--- src/rtl/cpt_pkg.sv ---
`timescale 1ns/1ps
package cpt_pkg;
  localparam int ADDR_W = 3;

  localparam logic [ADDR_W-1:0] A_MODE = 3'd0;
  localparam logic [ADDR_W-1:0] A_REF  = 3'd1;
  localparam logic [ADDR_W-1:0] A_CAP  = 3'd2;
  localparam logic [ADDR_W-1:0] A_CNT  = 3'd3;
  localparam logic [ADDR_W-1:0] A_EVT  = 3'd4;

  localparam int EV_CAP = 0;
  localparam int EV_REF = 1;
  localparam int EV_N   = 2;

  typedef enum logic [1:0] {
    EDGE_OFF  = 2'b00,
    EDGE_RISE = 2'b01,
    EDGE_FALL = 2'b10,
    EDGE_ANY  = 2'b11
  } edge_sel_e;

  typedef struct packed {
    logic      restart;
    logic      cap_ie;
    logic      ref_ie;
    logic      cmp_en;
    edge_sel_e edge_sel;
  } mode_t;

  localparam int MODE_W = $bits(mode_t);

  // Edge qualification from previous and current synchronized samples.
  function automatic logic edge_hit(edge_sel_e sel, logic prev, logic cur);
    case (sel)
      EDGE_RISE: return !prev && cur;
      EDGE_FALL: return prev && !cur;
      EDGE_ANY:  return prev ^ cur;
      default:   return 1'b0;
    endcase
  endfunction

  // Sticky flag update: a set beats a clear in the same cycle.
  function automatic logic flag_next(logic cur, logic set, logic clr);
    return set | (cur & ~clr);
  endfunction
endpackage

--- src/rtl/cpt_edge_detect.sv ---
`timescale 1ns/1ps
module cpt_edge_detect #(
  parameter int STAGES = 2
) (
  input  logic                clk,
  input  logic                rst_n,
  input  logic                din,
  input  cpt_pkg::edge_sel_e  sel,
  output logic                hit
);
  logic [STAGES-1:0] sync_q;
  logic              prev_q;
  logic              cur;

  generate
    if (STAGES < 2) begin : g_bad
      initial $error("cpt_edge_detect needs at least two stages");
    end
  endgenerate

  always_ff @(posedge clk or negedge rst_n) begin
    if (!rst_n) begin
      sync_q <= '0;
      prev_q <= 1'b0;
    end else begin
      sync_q <= {sync_q[STAGES-2:0], din};
      prev_q <= sync_q[STAGES-1];
    end
  end

  assign cur = sync_q[STAGES-1];
  assign hit = cpt_pkg::edge_hit(sel, prev_q, cur);
endmodule

--- src/rtl/cpt_counter.sv ---
`timescale 1ns/1ps
module cpt_counter #(
  parameter int W = 16
) (
  input  logic         clk,
  input  logic         rst_n,
  input  logic         clr,
  input  logic         cmp_en,
  input  logic         restart,
  input  logic [W-1:0] refv,
  output logic [W-1:0] cnt,
  output logic         match
);
  function automatic logic [W-1:0] next_count(logic [W-1:0] cur, logic zero_now);
    return zero_now ? '0 : cur + W'(1);
  endfunction

  function automatic logic compare_hit(logic en, logic [W-1:0] a, logic [W-1:0] b);
    return en && (a == b);
  endfunction

  assign match = compare_hit(cmp_en, cnt, refv);

  always_ff @(posedge clk or negedge rst_n) begin
    if (!rst_n) cnt <= '0;
    else        cnt <= next_count(cnt, clr || (match && restart));
  end
endmodule

--- src/rtl/cpt_event_flags.sv ---
`timescale 1ns/1ps
module cpt_event_flags #(
  parameter int N = 2
) (
  input  logic         clk,
  input  logic         rst_n,
  input  logic [N-1:0] set,
  input  logic [N-1:0] clr,
  output logic [N-1:0] flags
);
  generate
    for (genvar i = 0; i < N; i++) begin : g_flag
      logic f_q;
      always_ff @(posedge clk or negedge rst_n) begin
        if (!rst_n) f_q <= 1'b0;
        else        f_q <= cpt_pkg::flag_next(f_q, set[i], clr[i]);
      end
      assign flags[i] = f_q;
    end
  endgenerate
endmodule

--- src/rtl/capture_timer.sv ---
`timescale 1ns/1ps
module capture_timer #(
  parameter int CNT_W       = 16,
  parameter int SYNC_STAGES = 2,
  parameter int ADDR_W      = cpt_pkg::ADDR_W
) (
  input  logic              clk,
  input  logic              rst_n,
  input  logic              bus_en,
  input  logic              bus_we,
  input  logic [ADDR_W-1:0] bus_addr,
  input  logic [CNT_W-1:0]  bus_wdata,
  output logic [CNT_W-1:0]  bus_rdata,
  input  logic              cap_in,
  output logic              irq
);
  import cpt_pkg::*;

  localparam int EVN = EV_N;

  mode_t              mode_q;
  logic [CNT_W-1:0]   ref_q;
  logic [CNT_W-1:0]   cap_q;
  logic [CNT_W-1:0]   cnt_q;
  logic [EVN-1:0]     ev_q;
  logic [EVN-1:0]     ev_set;
  logic [EVN-1:0]     ev_wr_mask;
  logic [EVN-1:0]     irq_src;

  // Named internal events (also observed by the checker)
  logic wr_any;
  logic cnt_clr;
  logic match_evt;
  logic cap_evt;
  logic restart_en;

  assign wr_any     = bus_en && bus_we;
  assign cnt_clr    = wr_any && (bus_addr == ADDR_W'(A_CNT));
  assign restart_en = mode_q.restart;

  // Configuration registers
  always_ff @(posedge clk or negedge rst_n) begin
    if (!rst_n) begin
      mode_q <= '0;
      ref_q  <= '0;
    end else if (wr_any) begin
      if (bus_addr == ADDR_W'(A_MODE)) mode_q <= mode_t'(bus_wdata[MODE_W-1:0]);
      if (bus_addr == ADDR_W'(A_REF))  ref_q  <= bus_wdata;
    end
  end

  cpt_counter #(.W(CNT_W)) u_cnt (
    .clk     (clk),
    .rst_n   (rst_n),
    .clr     (cnt_clr),
    .cmp_en  (mode_q.cmp_en),
    .restart (mode_q.restart),
    .refv    (ref_q),
    .cnt     (cnt_q),
    .match   (match_evt)
  );

  cpt_edge_detect #(.STAGES(SYNC_STAGES)) u_edge (
    .clk   (clk),
    .rst_n (rst_n),
    .din   (cap_in),
    .sel   (mode_q.edge_sel),
    .hit   (cap_evt)
  );

  // Capture register: loads the live count, ignores bus writes
  always_ff @(posedge clk or negedge rst_n) begin
    if (!rst_n)       cap_q <= '0;
    else if (cap_evt) cap_q <= cnt_q;
  end

  always_comb begin
    ev_set          = '0;
    ev_set[EV_CAP]  = cap_evt;
    ev_set[EV_REF]  = match_evt;
    ev_wr_mask      = (wr_any && (bus_addr == ADDR_W'(A_EVT))) ? bus_wdata[EVN-1:0] : '0;
  end

  cpt_event_flags #(.N(EVN)) u_flags (
    .clk   (clk),
    .rst_n (rst_n),
    .set   (ev_set),
    .clr   (ev_wr_mask),
    .flags (ev_q)
  );

  always_comb begin
    irq_src         = '0;
    irq_src[EV_CAP] = ev_q[EV_CAP] && mode_q.cap_ie;
    irq_src[EV_REF] = ev_q[EV_REF] && mode_q.ref_ie;
  end
  assign irq = |irq_src;

  // Read mux, combinational in the access cycle
  always_comb begin
    bus_rdata = '0;
    if (bus_en && !bus_we) begin
      case (bus_addr)
        ADDR_W'(A_MODE): bus_rdata = CNT_W'(mode_q);
        ADDR_W'(A_REF):  bus_rdata = ref_q;
        ADDR_W'(A_CAP):  bus_rdata = cap_q;
        ADDR_W'(A_CNT):  bus_rdata = cnt_q;
        ADDR_W'(A_EVT):  bus_rdata = CNT_W'(ev_q);
        default:         bus_rdata = '0;
      endcase
    end
  end
endmodule

--- config.mk ---
export PLATFORM = sky130hd
export DESIGN_NAME = capture_timer
export DESIGN_NICKNAME = d
export VERILOG_FILES = /design/src/rtl/cpt_pkg.sv /design/src/rtl/cpt_edge_detect.sv /design/src/rtl/cpt_counter.sv /design/src/rtl/cpt_event_flags.sv /design/src/rtl/capture_timer.sv
export SDC_FILE = /design/constraint.sdc
export NUM_CORES = 1
export LEC_CHECK = 0
export BUFFER_PORTS_ARGS = -buffer_cell sky130_fd_sc_hd__buf_4
export CAP_MARGIN = 25
export CORE_ASPECT_RATIO = 2
export CORE_MARGIN = 1
export CORE_UTILIZATION = 45
export CTS_BUF_LIST = sky130_fd_sc_hd__clkbuf_8
export DETAILED_ROUTE_END_ITERATION = 8
export SKIP_CTS_REPAIR_TIMING = 1
export SLEW_MARGIN = 25
export SYNTH_ARGS = -nofsm -noshare
export SYNTH_HDL_FRONTEND = slang
export SYNTH_SLANG_ARGS = --single-unit
export TNS_END_PERCENT = 5
--- constraint.sdc ---
create_clock -name clk -period 5.4 [get_ports clk]
set_input_delay 0.54 -clock clk [delete_from_list [all_inputs] [get_ports clk]]
set_output_delay 0.54 -clock clk [all_outputs]
set_load 0.05 [all_outputs]
-- After elaboration in Yosys (flattened, before gate mapping)
Cells that the tools add are included.
- output and inout bits: 17
- bits in registers: 59
- input port bits: 24
- logic and storage cells: 51
- equality and inequality tests: 8
- add/subtract/negate cells: 1
- reduce and logical (&&, ||, !) cells: 18
- bitwise operators: 7
- multiplexer cells: 5
- operators by type and width (cell ; number):
    16-bit case mux with 5 select lines ; 1
    16-bit two-way mux ; 2
    16-bit by 1-bit adder with 16-bit output, second input constant ; 1
    16-bit == test ; 1
    1-bit logical AND ; 10
    3-bit by 2-bit == test with 1-bit output, second input constant ; 2
    2-bit == test, second input constant ; 2
    2-bit AND reduction ; 2
    3-bit by 1-bit == test with 1-bit output, second input constant ; 1
    3-bit == test, second input constant ; 1
    1-bit zero test ; 3
    3-bit zero test ; 1
    1-bit case mux with 3 select lines ; 1
    1-bit AND ; 2
    2-bit by 1-bit == test with 1-bit output, second input constant ; 1
    2-bit two-way mux ; 1
    1-bit inverter ; 2
    1-bit OR ; 2
    2-bit OR reduction ; 1
    1-bit logical OR ; 1
    1-bit bitwise XOR ; 1

-- Logic depth before layout (Yosys ltp)
- word-level depth: 6
- mapped depth: 8
- gate-level depth less buffers: 7

-- Modules after synthesis
Synthesis repeated with hierarchy kept, for this count alone.
- cell total of the unflattened synthesis: 285
- area total of the unflattened synthesis: 3249.4 um2
- modules (own cells, without submodules) (module ; area an instance (um2) ; cells each ; instances ; seq. area each (um2)):
    capture_timer ; 2039.5 ; 164 ; 1 ; 950.9
    cpt_counter ; 988.4 ; 101 ; 1 ; 400.4
    cpt_edge_detect ; 133.9 ; 12 ; 1 ; 75.1
    cpt_event_flags ; 87.6 ; 8 ; 1 ; 50.0

-- Worst setup path after synthesis
OpenSTA, ideal clock, no wires.
- path kind: input to output
- start point: in bus_addr[1]
- end point: out bus_rdata[10]
- cell stages on the path: 6
- slack: 2646 ps
- arrival: 2214 ps
- buffers on the path: 2
- data required time: 4860 ps
- cells stage by stage: buf_2 o21ai_0 nand3b_1 or2_2 clkbuf_1 nor2_1
- cells in the longest elaborated chain, start to end: 3
- elaborated cells on any way between the ends: 7
- classes of those cells: eq/ne (4); mux (2); reduce/logical (1)
- RTL lines (item ; line ; source):
    start, declared ; capture_timer.sv:11 ; input logic [ADDR_W-1:0] bus_addr,
    3-bit == test, or another cell as far along ; capture_timer.sv:103 ; case (bus_addr)
    16-bit case mux with 5 select lines (*) ; capture_timer.sv:103 ;
    16-bit two-way mux (*) ; capture_timer.sv:102 ; if (bus_en && !bus_we) begin
    end, declared ; capture_timer.sv:13 ; output logic [CNT_W-1:0] bus_rdata,
Every way passes the cells marked *; elsewhere a longest branch is shown, timed or not.

-- Worst setup path after layout
- start point: in bus_addr[0]
- end point: out bus_rdata[14]
The elaborated chain is that of the path after synthesis.

==> summary.txt <==
Outcome
  • Status: complete, no violations

Clock tree
  • CTS tree: yes
  • Htree depth: 3
  • Clock Sinks: between 50 and 60
  • Num CTS Buffers: 9
  • Worst-skew pair later-pin latency: 0.35 ns
  • Clk slew on worst S/H paths: ~0.070 ns
  • CTS root buffer: clkbuf_8
  • CTS Buffer Depth: 2

Finish
  • Area delta synth->final: 18.3%
  • Ant diodes: 0
  • Final Util: 0.554
  • Fin nets: 349
  • Fraction of layout instances using a drive strength above 1: 0.333

Route
  • Starting DRT DRC Count: 102
  • Vias: 2206
  • Vias per cell: 5.32
  • DRT Pass-1 Iters: 4
  • Final WL: 7150 um
  • ANT nets after route: 0
  • Residual DRC count: 0
  • Wire per inst: 17.2 um

Power
  • Worst vdd rail ir drop: 0.263 mV
  • Leak: 1.67 nW
  • Internal Power: slightly below 1 mW
  • Power density cells: between 300 and 400 mW/mm2
  • Sw power: around 450 uW
  • Power share of the combinational group: 0.232
  • Reg power frac: 0.457
  • Clock power frac: 0.311
  • Switching Fraction: 0.316

Timing
  • Final WS setup: 2.83 ns
  • F_max: between 300 and 400 MHz
  • Post-layout min period: around 2.6 ns
  • Final Setup Violations: 0
  • Relative slew slack: 0.389
  • Hold Fails Final Rpt: 0
  • Final Cycle Share: 0.475
  • Final max-slew violation count: 0
  • Skew final: 0.00904 ns
  • RSZ-0062 raised after global routing: no
  • Worst slew pin tran: 0.908 ns
  • Setup tns final: 0 ns

Critical path
  • Critical path class: primary input to primary output
  • Worst endpoint required time: 4.86 ns
  • Crit path DAT: 2.03 ns
  • Flop2flop setup slack: 3.21 ns
  • CP Launch Type: primary input
  • CP Capture Type: primary output
  • Crit path max fanout: 22

Floorplanning
  • DIE AREA: roughly 0.0073 mm2
  • Core area: approximately 0.0066 mm2
  • Die height: ~120 um
  • Die Width: 60.7 um
  • Row count: 42
  • Initial core utilization: 0.469
  • IO Pins: 41

GRT
  • Initial antenna violation count: 0
  • Total track usage: 0.228
  • Global-route wire length before repair: 11700 um
  • Gr ovfl total: 0
  • Vias in the first global route: between 2000 and 2500
  • Largest net degree at the start of global routing: 60

Run
  • Maxcap violations: 0

Yosys
  • Register area share after synthesis: 0.476
  • Cell Area, Synth: 0.00310 mm2
  • Ys async rst share: 1.00
  • Number of synthesized flops with an enable pin: 0
  • Synth cell types: 35
  • Post-Synthesis Cells: 284
  • Dominant cells by area after synthesis: dfrtp_1, mux2_2, nor2_1, xnor2_1, xor2_1
  • Top_reg_cell synth: dfrtp_1
  • Synth top area share: 0.476
  • #FFs+latches synth: 59
  • Syn Nets: 311
  • Mean Syn Cell Area: 10.9 um2
  • Largest area contributor in the netlist: dfrtp_1
  • Yosys warning total: 0

Place
  • Hpwl dp: 5110 um
  • GPL Wtd Cong: 0.811
  • Port bufs: 40
  • Pre-CTS setup slack: 2.82 ns

Worst hold path
  • Worst hold path type: primary input to asynchronous set/reset pin
==> kinds of logic after synthesis <==
family	Yosys count	synth area share
AND/OR/NAND/NOR	84	0.129
XOR/XNOR	27	0.0786
flip-flops	59	0.476
buffers and inverters	25	0.0363
adder cells (fa/ha/maj)	3	0.0121
AO/OA/AOI/OAI	35	0.0823
multiplexers	51	0.186
==> final timing paths <==
| check | startpoint | end | depth (start not counted) |
|---|---|---|---|
| worst max-delay path | bus_addr[0] | bus_rdata[14] | 5 |
| worst min-delay path | rst_n | u_cnt.cnt[0]$_DFF_PN0_ | 1 |
| worst max register to register | u_cnt.cnt[2]$_DFF_PN0_ | u_cnt.cnt[15]$_DFF_PN0_ | 5 |
| worst min register to register | u_edge.sync_q[0]$_DFF_PN0_ | u_edge.sync_q[1]$_DFF_PN0_ | 0 |
| max in group asynchronous | rst_n | cap_q[12]$_DFFE_PN0P_ | 1 |
| min in group clk | cap_in | u_edge.sync_q[0]$_DFF_PN0_ | 1 |
==> flip-flops by register name (all words and copies together) (netlist names) <==
name,count
cap_q,16
ref_q,16
u_cnt.cnt,16
mode_q,5
u_edge.sync_q,2
u_flags.g_flag.f_q,2
restart_en,1
u_edge.prev_q,1
==> placed cells by master (no fill, tap or decap), types with 3 or more instances in the layout <==
cell / Yosys / routed
nand4_1: 6 / 6
nand2_1: 14 / 14
and3_1: 4 / 4
mux2_2: 44 / 44
dfrtp_1: 59 / 59
nor2b_1: 4 / 4
inv_1: 10 / 11
xor2_1: 13 / 13
nand3_1: 6 / 6
clkbuf_8: 0 / 9
buf_4: 0 / 42
nor3_1: 4 / 4
o21ai_0: 10 / 10
ha_1: 3 / 3
o22a_1: 5 / 5
mux2i_1: 6 / 6
a22oi_1: 14 / 14
nor2_1: 38 / 38
xnor2_1: 13 / 13
==> metal layers <==
metal / GRT usage / up-vias / share of wire
li1: - / 1064 / -
met1: 0.256 / 1088 / 0.39
met2: 0.405 / 43 / 0.56
met3: 0.0456 / 11 / 0.032
met4: 0.0866 / 0 / 0.018
met5: 0 / - / 0
==> power groups by stage <==
stage	Sequential (mW)	Combinational, mW	Clock [mW]
floorplan	0.605	0.271	0
global placement	0.653	0.323	0
CTS	0.648	0.332	0.448
finish	0.645	0.327	0.439
global route	0.662	0.364	0.467
detailed placement	0.656	0.327	0
==> cell type report <==
type | count | area [um2]
fill | 670 | 2950
clock buffer | 9 | 124
inverter | 10 | 37.5
multi-input combinational | 200 | 1510
timing repair buffer | 42 | 315
sequential | 59 | 1480
tap | 88 | 110
clock inverter | 7 | 93.8
==> stage by stage <==
| step | power (mW) | hold WS (ns) | cell area [um2] | instances |
|---|---|---|---|---|
| after floorplan | 0.876 | 0.244 | 3100 | 284 |
| after global placement | 0.976 | 0.335 | 3450 | 399 |
| after detailed placement | 0.983 | 0.356 | 3450 | 399 |
| after CTS | 1.43 | 0.281 | 3670 | 415 |
| after global routing | 1.49 | 0.283 | 3670 | 415 |
| final | 1.41 | 0.253 | 3670 | 415 |
==> synthesized netlist by cell type, drive strengths merged (6+ instances only) <==
cell type / instances
dfrtp: 59
mux2: 44
nor2: 38
a22oi: 14
nand2: 14
xnor2: 14
xor2: 13
inv: 10
o21ai: 10
clkbuf: 8
buf: 7
mux2i: 6
nand3: 6
nand4: 6
==> worst max-delay path, cell delays in order <==
cell     delay, ns
buf_4         0.25
nor2b_1       0.67
a22oi_1       0.21
nor2_1        0.14
buf_4         0.21
No activity file was read; power rests on OpenSTA's default activity.
